### src/rtl/alu8_shift.sv
module alu8_shift #(
  parameter int W = 8
) (
  input  logic [W-1:0] opa,
  input  logic [W-1:0] opb,
  input  logic [2:0]   op,
  input  logic [1:0]   shift,
  input  logic         carry_in,
  output logic [W-1:0] result,
  output logic         carry_out,
  output logic         zero_out
);

  localparam logic [2:0] OP_ADD  = 3'b000;
  localparam logic [2:0] OP_ADC  = 3'b001;
  localparam logic [2:0] OP_SBB  = 3'b010;
  localparam logic [2:0] OP_PASA = 3'b011;
  localparam logic [2:0] OP_XOR  = 3'b100;
  localparam logic [2:0] OP_OR   = 3'b101;
  localparam logic [2:0] OP_AND  = 3'b110;
  localparam logic [2:0] OP_PASB = 3'b111;

  localparam logic [1:0] SH_LSR = 2'b01;
  localparam logic [1:0] SH_ASR = 2'b10;

  logic [W:0]   sum_w, sub_w;
  logic [W-1:0] core_v;
  logic         core_c;

  assign sum_w = {1'b0, opa} + {1'b0, opb} + {{W{1'b0}}, (op == OP_ADC) & carry_in};
  assign sub_w = {1'b0, opa} - ({1'b0, opb} + {{W{1'b0}}, carry_in});

  always_comb begin
    core_c = 1'b0;
    case (op)
      OP_ADD, OP_ADC: {core_c, core_v} = sum_w;
      OP_SBB:         {core_c, core_v} = sub_w;
      OP_PASA:        core_v = opa;
      OP_XOR:         core_v = opa ^ opb;
      OP_OR:          core_v = opa | opb;
      OP_AND:         core_v = opa & opb;
      default:        core_v = opb;
    endcase
  end

  always_comb begin
    case (shift)
      SH_LSR:  {result, carry_out} = {1'b0, core_v};
      SH_ASR:  {result, carry_out} = {core_v[W-1], core_v};
      default: {result, carry_out} = {core_v, core_c};
    endcase
  end

  assign zero_out = ~|result;

  logic plain_sh;
  assign plain_sh = (shift != SH_LSR) && (shift != SH_ASR);

  always_comb begin
    if (shift == SH_LSR)
      a_r6_msb_clear: assert (result[W-1] == 1'b0);
    if (shift == SH_ASR)
      a_r7_sign_kept: assert (result[W-1] == result[W-2]);
    if (plain_sh && (op == OP_PASA))
      a_r4_pass_primary: assert (result == opa && !carry_out);
    if (plain_sh && (op == OP_PASB))
      a_r4_pass_secondary: assert (result == opb && !carry_out);
    if (plain_sh && (op == OP_ADD))
      a_r1_sum: assert ((int'(opa) + int'(opb)) == (int'(result) + (carry_out ? (1 << W) : 0)));
    if (plain_sh && (op == OP_SBB))
      a_r3_borrow: assert (carry_out == (int'(opa) < int'(opb) + int'(carry_in)));
    if (plain_sh && (op == OP_XOR || op == OP_OR || op == OP_AND))
      a_r5_logic_nocarry: assert (!carry_out);
    a_r9_zero: assert (zero_out == (result == '0));
  end

endmodule

### config.mk
export PLATFORM = sky130hd
export DESIGN_NAME = alu8_shift
export DESIGN_NICKNAME = d
export VERILOG_FILES = /design/src/rtl/alu8_shift.sv
export SDC_FILE = /design/constraint.sdc
export NUM_CORES = 1
export LEC_CHECK = 0
export ABC_AREA = 1
export BUFFER_PORTS_ARGS = -buffer_cell sky130_fd_sc_hd__buf_2
export CAP_MARGIN = 25
export CORE_MARGIN = 2
export CORE_UTILIZATION = 55
export DETAILED_ROUTE_END_ITERATION = 8
export PLACE_DENSITY = 0.86
export SLEW_MARGIN = 10
export SYNTH_ARGS = -nofsm -noshare
export SYNTH_HDL_FRONTEND = slang
export SYNTH_SLANG_ARGS = --single-unit
### constraint.sdc
create_clock -name vclk -period 5.5
set_input_delay 1.375 -clock vclk [all_inputs]
set_output_delay 1.375 -clock vclk [all_outputs]
set_load 0.05 [all_outputs]
==> summary.txt <==
Timing
  – Fin. max-slew vios: 0
  – Post-layout min period: 5.22 ns
  – TNS Setup: 0 ns
  – WHS: 3.31 ns
  – Slew headroom: 0.703
  – Tcrit/Tclk final: 0.950
  – F_max: 191 MHz
  – Setup violations, final: 0
  – Worst-Margin Slew: 0.444 ns
  – Final hold violation count: 0
  – RSZ-0062 raised after global routing: no

Pwr
  – Lkg Pwr: 0.00112 uW
  – IR drop worst, VDD: 0.126 mV
  – Total Power: 231 uW
  – Cell Pwr Density: 127 nW/um^2

Setup path
  – CP top delay family: simple AND/OR/NAND/NOR gates
  – Max incr delay on CP: 0.41 ns
  – Largest fanout on the critical path: 7
  – CP Capture Type: primary output
  – Critical Path Slowest Stage Cell: fa_1
  – Setup crit start kind: input pin
  – Worst path bufs/invs: 5
  – Crit Path Category: input pin to primary output
  – Critical path data required time: 4.12 ns
  – Worst-path cell chain: buf_2 > inv_2 > nand2_1 > inv_2 > nand3_1 > fa_1 > fa_1 > inv_1 > nand3_1 > nand2_1 > nand2_1 > nand3_1 > nand3_1 > nand3_1 > nand2_1 > nor2_1 > nand2_1 > nor2_2 > buf_4
  – Crit path DAT: 3.85 ns

Final layout
  – Sequential Area: 0 sq um
  – Fill cells: 271
  – Seq cells: 0
  – Post-route cell area: 1820 sq um
  – Commonest non-fill, non-tap cell in the layout: nand2_1
  – Final net count: 391
  – Antenna cells: 0
  – Most frequent cells in the layout: nand2_1 (79), inv_1 (61), nand3_1 (41)
  – Layout cells sized above 1: 0.123
  – Non-filler instance count after layout: 364
  – Area growth, synth to finish: 12.8%
  – CLK BUF: 0

Global routing
  – Vias in the first global route: 1803
  – Pin count of the biggest net entering global routing: 15
  – Initial antenna violation count: 0
  – First-pass GRT wire length: 7710 um
  – Grt ovf: 0
  – Total GRT Usage: 0.285

Synth
  – Yosys cell types: 20
  – Sequential area share after synthesis: 0
  – Synthesized Nets: 357
  – Synthesis Warnings: 0
  – Mapped Avg Cell Area: 5.35 sq um
  – Cells after synthesis: 301
  – Synth Cell Area: 1610 sq um

Placed design
  – Dpl hpwl: 3870 um
  – GP Congestion: 1.01
  – Post-DP Area: 1800 sq um
  – Placed insts: 362
  – Number of port buffers: 32

Detailed routing
  – Antenna Nets Post-Route: 0
  – Wl on met1: 1870 um
  – Vias: 2033
  – Vias per cell: 5.59
  – Routed wl met2: 2140 um
  – DR top layer: met4
  – Avg WL per Cell: 12.5 um
  – First-pass detailed-route iteration total: 4
  – Post-Route WL: 4550 um
  – Met3 routed WL: 429 um
  – Initial DRC count: 149
  – # DRC: 0

Floorplan
  – Die width: 58.1 um
  – Die Span Y: 58.1 um
  – Rows: 19
  – DIE AREA: 3380 sq um
  – Initial Util: 0.579
  – I/O pins: 32
  – Core area: 2780 sq um

Outcome
  – Status: finished clean

Hold path
  – Hold WC Path Type: input pin to primary output

Run
  – Max Cap Viol: 0

Clock network
  – Hold buffers post-CTS: 0
## repair_timing
action	CTS	global route
setup endpoints to repair	0	1
resized for setup	0	3
buffers inserted	0	2
endpoints found under the hold margin	0	0
## per-stage QoR
stage / setup slack [ns] / utilization
floorplan: 0.0836 / -
global placement: 0.171 / 0.647
detailed placement: 0.113 / 0.647
CTS: 0.106 / 0.647
global route: 0.0361 / 0.654
finish: 0.276 / 0.654
## cells by family after synthesis
| kind of cell | after synthesis | share of synthesized area |
|---|---|---|
| AOI/OAI and AO/OA | 31 | 0.105 |
| adders and majority gates | 34 | 0.283 |
| buffers and inverters | 65 | 0.154 |
| and+or+nand+nor | 171 | 0.458 |
## final timing paths
check / from / to / cells after the start
worst min-delay path: opb[1] / result[0] / 4
worst max-delay path: op[2] / zero_out / 19
## power breakdown
part | internal [uW] | total [uW] | switching (uW)
Sequential | 0 | 0 | 0
Clock | 0 | 0 | 0
Combinational | 72.2 | 231 | 158
## cell usage after synthesis (2+ instances only)
library cell / n / area share
ha_1: 30 / 0.23
nor3_1: 2 / 0.0062
nor2_1: 35 / 0.082
fa_1: 4 / 0.050
nand3_1: 41 / 0.13
nand2_1: 79 / 0.18
or2_2: 3 / 0.012
o21ai_0: 11 / 0.034
inv_1: 62 / 0.14
o211ai_1: 4 / 0.019
nand4_1: 7 / 0.027
nand3b_1: 2 / 0.0093
a21oi_1: 14 / 0.043
## routing by layer
layer | up-vias | global-route usage
li1 | 1022 | -
met1 | 890 | 0.378
met2 | 109 | 0.506
met3 | 12 | 0.0112
met4 | 0 | 0.0698
met5 | - | 0
## worst min-delay path: cells and delay by family
family	cells	cell delay [ns]
buffers and inverters	2	0.39
AO/OA/AOI/OAI	1	0.10
AND/OR/NAND/NOR	1	0.07
## final cells by class
| cell class | instances | area (sq um) | area share |
|---|---|---|---|
| Tap cell | 31 | 38.8 | 0.0213 |
| Timing Repair Buffer | 34 | 178 | 0.0977 |
| Multi-Input combinational cell | 236 | 1370 | 0.751 |
| Inverter | 63 | 236 | 0.130 |
Note: power is estimated with default switching activity, not from simulation.
